===== src/rtl/clkmode_pkg.sv =====
package clkmode_pkg;
  localparam int unsigned REG_W = 8;
  localparam logic [REG_W-1:0] CRIT_MASK = 8'b0010_0011;
  localparam int unsigned DIV_HI = 7;
  localparam int unsigned DIV_LO = 6;
  localparam int unsigned TYPE_B = 5;
  localparam int unsigned XEN_B  = 4;
  localparam int unsigned REN_B  = 3;
  localparam int unsigned SRC_B  = 2;

  typedef enum logic [1:0] {
    SRC_RING    = 2'b00,
    SRC_CERAMIC = 2'b01,
    SRC_RC      = 2'b10
  } clk_src_e;

  typedef enum logic [1:0] {
    DIV_2 = 2'b00,
    DIV_8 = 2'b01,
    DIV_4 = 2'b10,
    DIV_1 = 2'b11
  } div_e;
endpackage


===== src/rtl/clkmode_lock.sv =====
module clkmode_lock
  import clkmode_pkg::*;
(
  input  logic             clk,
  input  logic             rst,
  input  logic             wr_en,
  input  logic             rmw,
  input  logic [REG_W-1:0] wdata,
  input  logic [REG_W-1:0] cur,
  output logic             locked,
  output logic [REG_W-1:0] merged
);
  logic locked_q;
  logic other_diff;
  logic take_crit;

  always_comb begin
    other_diff = |((wdata ^ cur) & ~CRIT_MASK);
    take_crit  = !locked_q && !(rmw && other_diff);
    merged     = take_crit ? wdata : ((wdata & ~CRIT_MASK) | (cur & CRIT_MASK));
  end

  always_ff @(posedge clk) begin
    if (rst)        locked_q <= 1'b0;
    else if (wr_en) locked_q <= 1'b1;
  end

  assign locked = locked_q;

  assert_lock_sticky_R2: assert property (@(posedge clk) disable iff (rst)
    locked_q |=> locked_q);

  assert_write_locks_R3: assert property (@(posedge clk) disable iff (rst)
    wr_en |=> locked_q);
endmodule


===== src/rtl/clkmode_check.sv =====
module clkmode_check
  import clkmode_pkg::*;
(
  input  logic [REG_W-1:0] cur,
  input  logic [REG_W-1:0] cand,
  output logic             accept,
  output logic [REG_W-1:0] nxt
);
  logic       cur_ext;
  logic       new_ext;
  logic       cur_osc_kept;
  logic       new_osc_on;
  logic       dbl_legal;
  logic [1:0] div_n;

  always_comb begin
    cur_ext      = cur[SRC_B];
    new_ext      = cand[SRC_B];
    cur_osc_kept = cur_ext ? cand[XEN_B] : cand[REN_B];
    new_osc_on   = new_ext ? cand[XEN_B] : cand[REN_B];
    accept       = cur_osc_kept && new_osc_on;
    dbl_legal    = new_ext && cand[TYPE_B];
    if (cur_ext && !new_ext)
      div_n = DIV_8;
    else if ((cand[DIV_HI:DIV_LO] == DIV_1) && !dbl_legal)
      div_n = cur[DIV_HI:DIV_LO];
    else
      div_n = cand[DIV_HI:DIV_LO];
    nxt = accept ? {div_n, cand[DIV_LO-1:0]} : cur;
  end
endmodule


===== src/rtl/clkmode_ctrl.sv =====
module clkmode_ctrl
  import clkmode_pkg::*;
#(
  parameter logic [REG_W-1:0] RST_VAL = 8'h48
) (
  input  logic             clk,
  input  logic             rst,
  input  logic             wr_en_i,
  input  logic             rmw_i,
  input  logic [REG_W-1:0] wdata_i,
  output logic [REG_W-1:0] rdata_o,
  output logic [1:0]       clk_src_o,
  output logic [1:0]       div_sel_o,
  output logic             xin_en_o,
  output logic             ring_en_o,
  output logic             dbl_ok_o,
  output logic             locked_o
);
  logic [REG_W-1:0] reg_q;
  logic [REG_W-1:0] merged;
  logic [REG_W-1:0] nxt;
  logic [REG_W-1:0] reg_d;
  logic             accept;
  logic [1:0]       src_d;

  clkmode_lock u_lock (
    .clk    (clk),
    .rst    (rst),
    .wr_en  (wr_en_i),
    .rmw    (rmw_i),
    .wdata  (wdata_i),
    .cur    (reg_q),
    .locked (locked_o),
    .merged (merged)
  );

  clkmode_check u_check (
    .cur    (reg_q),
    .cand   (merged),
    .accept (accept),
    .nxt    (nxt)
  );

  always_comb begin
    reg_d = (wr_en_i && accept) ? nxt : reg_q;
    if (!reg_d[SRC_B])      src_d = SRC_RING;
    else if (reg_d[TYPE_B]) src_d = SRC_CERAMIC;
    else                    src_d = SRC_RC;
  end

  always_ff @(posedge clk) begin
    if (rst) begin
      reg_q     <= RST_VAL;
      rdata_o   <= RST_VAL;
      clk_src_o <= SRC_RING;
      div_sel_o <= RST_VAL[DIV_HI:DIV_LO];
      xin_en_o  <= RST_VAL[XEN_B];
      ring_en_o <= RST_VAL[REN_B];
      dbl_ok_o  <= 1'b0;
    end else begin
      reg_q     <= reg_d;
      rdata_o   <= reg_d;
      clk_src_o <= src_d;
      div_sel_o <= reg_d[DIV_HI:DIV_LO];
      xin_en_o  <= reg_d[XEN_B];
      ring_en_o <= reg_d[REN_B];
      dbl_ok_o  <= (src_d == SRC_CERAMIC);
    end
  end

  assert_crit_frozen_R2: assert property (@(posedge clk) disable iff (rst)
    locked_o |=> $stable(reg_q & CRIT_MASK));

  assert_src_alive_R5: assert property (@(posedge clk) disable iff (rst)
    (reg_q[SRC_B] ? reg_q[XEN_B] : reg_q[REN_B]));

  assert_dbl_ceramic_R6: assert property (@(posedge clk) disable iff (rst)
    (div_sel_o == DIV_1) |-> (clk_src_o == SRC_CERAMIC));

  assert_ring_div8_R7: assert property (@(posedge clk) disable iff (rst)
    $fell(reg_q[SRC_B]) |-> (div_sel_o == DIV_8));

  assert_permit_match_R8: assert property (@(posedge clk) disable iff (rst)
    dbl_ok_o == (clk_src_o == SRC_CERAMIC));
endmodule


===== config.mk =====
export PLATFORM = sky130hd
export DESIGN_NAME = clkmode_ctrl
export DESIGN_NICKNAME = d
export VERILOG_FILES = /design/src/rtl/clkmode_pkg.sv /design/src/rtl/clkmode_lock.sv /design/src/rtl/clkmode_check.sv /design/src/rtl/clkmode_ctrl.sv
export SDC_FILE = /design/constraint.sdc
export NUM_CORES = 1
export LEC_CHECK = 0
export ABC_AREA = 1
export CAP_MARGIN = 30
export CORE_UTILIZATION = 42
export CTS_CLUSTER_SIZE = 16
export DETAILED_ROUTE_END_ITERATION = 8
export HOLD_SLACK_MARGIN = 0.06
export PLACE_DENSITY = 0.85
export SLEW_MARGIN = 40
export SYNTH_ARGS = -nofsm -noshare
export SYNTH_HDL_FRONTEND = slang
export SYNTH_SLANG_ARGS = --single-unit

===== constraint.sdc =====
create_clock -name clk -period 2.6 [get_ports clk]
set_input_delay 0.65 -clock clk [delete_from_list [all_inputs] [get_ports clk]]
set_output_delay 0.65 -clock clk [all_outputs]
set_load 0.01 [all_outputs]

==> impl_metrics.prom <==
# TYPE chip_impl_metric gauge
chip_impl_metric{name="antenna_violations_before_repair",unit=""} 0
chip_impl_metric{name="clock_sinks",unit=""} 11
chip_impl_metric{name="port_buffers",unit=""} 27
chip_impl_metric{name="vias",unit=""} 624
chip_impl_metric{name="leakage_power_summed_over_all_cells",unit="nW"} 0.3888
chip_impl_metric{name="worst_hold_slack",unit="ns"} 0.5037
chip_impl_metric{name="clock_share_of_power",unit="%"} 31.2
chip_impl_info{name="clock_tree_from_tritoncts",value="built"} 1
chip_impl_metric{name="finalNetCount",unit=""} 129
chip_impl_metric{name="area_growth_syn_to_layout",unit="%"} 46.63
chip_impl_metric{name="n_fill_cell",unit=""} 120
chip_impl_metric{name="worstPathArrival",unit="ns"} 2.32
chip_impl_metric{name="layout_min_cycle_time",unit="ns"} 2.160
chip_impl_info{name="min_path_type",value="flop to flop"} 1
chip_impl_metric{name="critical_path_peak_fanout",unit=""} 2
chip_impl_metric{name="clock_insertion_delay_worst_skew",unit="ns"} 0.27
chip_impl_metric{name="timing.max_slew.rel_slack",unit="%"} 84.76
chip_impl_metric{name="drv.max_cap_violation_count",unit=""} 0
chip_impl_metric{name="final-hold-violation-count",unit=""} 0
chip_impl_metric{name="number_of_warning_messages_in_the_yosys_log",unit=""} 0
chip_impl_metric{name="postCtsSetupBuffers",unit=""} 0
chip_impl_metric{name="ir_worst_vdd",unit="V"} 0.0003425
chip_impl_metric{name="initial_utilization",unit="%"} 45.87
chip_impl_metric{name="final_critical_path_setup_slack",unit="ns"} 0.4401
chip_impl_metric{name="syn_nets",unit=""} 101
chip_impl_metric{name="timing.final.crit_share",unit="%"} 83.07
chip_impl_metric{name="postCtsHoldBufs",unit=""} 0
chip_impl_metric{name="starting_drc_count_in_detailed_routing",unit=""} 7
chip_impl_metric{name="fp.coreArea",unit="um^2"} 1334
chip_impl_metric{name="cts_resized",unit=""} 0
chip_impl_metric{name="postSynthRegisterBits",unit=""} 11
chip_impl_metric{name="power_per_cell_area",unit="nW/um^2"} 438.1
chip_impl_info{name="clk_root_buffer_cell",value="clkbuf_4"} 1
chip_impl_metric{name="ff2ff_path_depth",unit=""} 12
chip_impl_metric{name="overall_die_area",unit="um^2"} 1613
chip_impl_metric{name="grt_first_pass_wirelength",unit="um"} 2346
chip_impl_metric{name="power.net_switching",unit="mW"} 0.1106
chip_impl_metric{name="cts_inserted_buffers",unit=""} 3
chip_impl_metric{name="total_routing_usage_gr",unit="%"} 22.34
chip_impl_metric{name="antenna_violating_nets_post_route",unit=""} 0
chip_impl_metric{name="route.detailed.drc",unit=""} 0
chip_impl_metric{name="dieHeight",unit="um"} 40.17
chip_impl_metric{name="clk_path_buf_depth",unit=""} 2
chip_impl_metric{name="final.setup.tns",unit="ns"} 0
chip_impl_metric{name="cts.reportedPaths.clkPinSlew",unit="ns"} 0.08
chip_impl_info{name="worst_setup_path_end_kind",value="flop"} 1
chip_impl_info{name="setup.worst_path.class",value="input pin to flop"} 1
chip_impl_metric{name="combPwrFrac",unit="%"} 22.6
chip_impl_metric{name="slew_violations",unit=""} 0
chip_impl_metric{name="final_layout_size_suffix_gt1_share",unit="%"} 14.78
chip_impl_metric{name="routed_wirelength",unit="um"} 1362
chip_impl_metric{name="pin_count",unit=""} 28
chip_impl_info{name="critPathLaunchType",value="input pin"} 1
chip_impl_metric{name="htree_levels",unit=""} 1
chip_impl_metric{name="core.rowCount",unit=""} 13
chip_impl_metric{name="floorplan.die.width",unit="um"} 40.17
chip_impl_metric{name="setup_violations",unit=""} 0
chip_impl_metric{name="detail_route.wl_per_cell",unit="um"} 10.48
chip_impl_metric{name="clock_skew",unit="ns"} 0.001713
chip_impl_metric{name="grt_max_degree",unit=""} 7
chip_impl_metric{name="power.sequential.fraction",unit="%"} 46.1
chip_impl_metric{name="synth_sequential_area_ratio",unit="%"} 35.99
chip_impl_metric{name="netlist_area",unit="um^2"} 611.8
chip_impl_metric{name="router_iterations_before_antenna_repair",unit=""} 3
chip_impl_metric{name="worstHoldPathCells",unit=""} 2
chip_impl_metric{name="internal-power",unit="mW"} 0.2824
chip_impl_metric{name="routabilityCongestion",unit=""} 0.7678
chip_impl_metric{name="timing.fmax",unit="MHz"} 463.0
chip_impl_metric{name="first_global_vias",unit=""} 586
chip_impl_metric{name="dp_hpwl",unit="um"} 1124
chip_impl_metric{name="place_worst_setup_slack",unit="ns"} 0.1736
chip_impl_metric{name="insertedDiodeCount",unit=""} 0
chip_impl_info{name="status",value="completed"} 1
chip_impl_metric{name="fin_util",unit="%"} 67.26
chip_impl_metric{name="power.switching_fraction",unit="%"} 28.15
chip_impl_metric{name="number_of_instances_in_the_synthesized_netlist",unit=""} 88
chip_impl_metric{name="slew_of_the_pin_with_the_lowest_slew_margin",unit="ns"} 0.2262
chip_impl_info{name="rsz0062_at_grt",value="no"} 1
chip_impl_metric{name="globalRouteOverflowTotal",unit=""} 0
chip_impl_metric{name="synthDistinctLibCells",unit=""} 19
chip_impl_metric{name="detail_route.vias_per_cell",unit=""} 4.800
chip_impl_metric{name="timing.critical_path.required",unit="ns"} 2.76
chip_impl_metric{name="mean_post_synth_cell_area",unit="um^2"} 6.953
-- state kept, by name, summed over array words and instances, names as in the netlist --
name / count
div_sel_o: 2
clk_src_o: 2
reg_q: 6
u_lock.locked: 1
-- path summary, 6_finish.rpt --
kind                   endpoint  slack, ns     startpoint
hold / removal    u_lock.locked       0.50  u_lock.locked
setup reg to reg   div_sel_o[1]       0.98       reg_q[2]
setup / recovery   div_sel_o[0]       0.44     wdata_i[2]
hold reg to reg   u_lock.locked       0.50  u_lock.locked
-- power by group through the flow --
stage          Clock (mW)  Combinational (mW)  Sequential (mW)
2_1_floorplan           0              0.0406            0.188
3_3_place_gp            0              0.0868            0.185
3_5_place_dp            0              0.0889            0.186
4_1_cts             0.126              0.0894            0.182
5_1_grt             0.133              0.0998            0.183
6_report            0.123              0.0890            0.181
-- critical path: stages --
cell	delay [ns]
clkdlybuf4s50_1	0.49
inv_1	0.06
ha_1	0.26
o21ai_0	0.10
nor2_1	0.13
nand2_1	0.08
nand2_2	0.07
nand2_2	0.07
nand2_2	0.06
nand3_2	0.07
nand3_2	0.07
nand2_1	0.06
nand2_1	0.06
nand3_1	0.06
-- cells in the final DEF, fill, tap and decap left out --
| cell | n |
|---|---|
| nand3_1 | 5 |
| o21ai_1 | 3 |
| xor2_1 | 1 |
| clkbuf_1 | 1 |
| nand3_2 | 3 |
| dfxtp_1 | 11 |
| ha_1 | 1 |
| nor2_2 | 1 |
| nand2_1 | 14 |
| buf_4 | 1 |
| clkdlybuf4s50_1 | 27 |
| nor2_4 | 1 |
| inv_2 | 3 |
| nor2_1 | 13 |
| or2_2 | 1 |
| a21oi_1 | 2 |
| o21ai_0 | 5 |
| clkbuf_4 | 3 |
| inv_1 | 13 |
| nand2_2 | 3 |
| o211ai_1 | 2 |
| o21ai_2 | 1 |
-- per-stage QoR --
stage | cell area, um^2 | std cells | total power [mW]
global route | 897.1 | 130 | 0.4161
floorplan | 611.8 | 88 | 0.2288
CTS | 897.1 | 130 | 0.3973
global placement | 870.8 | 126 | 0.2717
detailed placement | 870.8 | 126 | 0.2745
finish | 897.1 | 130 | 0.3930
-- Yosys cell counts --
library cell | instances | share of area [%]
buf_4 | 5 | 6.1
o21ai_2 | 1 | 1.4
nand2_1 | 14 | 8.6
xor2_1 | 1 | 1.4
inv_1 | 13 | 8.0
inv_2 | 3 | 1.8
nand3_1 | 5 | 4.1
nor2_1 | 13 | 8.0
or2_2 | 1 | 1.0
o21ai_1 | 3 | 2.5
o21ai_0 | 5 | 4.1
a21oi_1 | 2 | 1.6
ha_1 | 1 | 2.0
o211ai_1 | 2 | 2.5
dfxtp_1 | 11 | 36
nand2_2 | 3 | 3.1
nor2_2 | 1 | 1.0
nand3_2 | 3 | 4.9
nor2_4 | 1 | 1.8
-- metal layers --
layer	part of all wire, %	GRT usage [%]	vias to the layer above
li1	-	-	322
met2	50	38.71	25
met4	1.7	10.34	0
met5	0	0	-
met3	4.5	5.556	4
met1	43	25.34	273
-- cell families after synthesis --
kind of cell	after synthesis	share of synthesized area, %
DFF	11	35.99
AOI/OAI and AO/OA	13	12.06
buffers and inverters	21	15.95
adders and majority gates	1	2.045
xor gates and xnor gates	1	1.432
and+or+nand+nor	41	32.52
-- area by class of cell --
cell class              count  area [um^2]  share of cell area (%)
multi-input cells          56        294.0                   32.78
repair buffers             28        277.8                   30.96
flip-flops and latches     11        220.2                   24.55
inverters                  16        60.06                   6.695
clock buffers               4        26.28                   2.929
well taps                  15        18.77                   2.092
(Power assumes the default switching activity.)
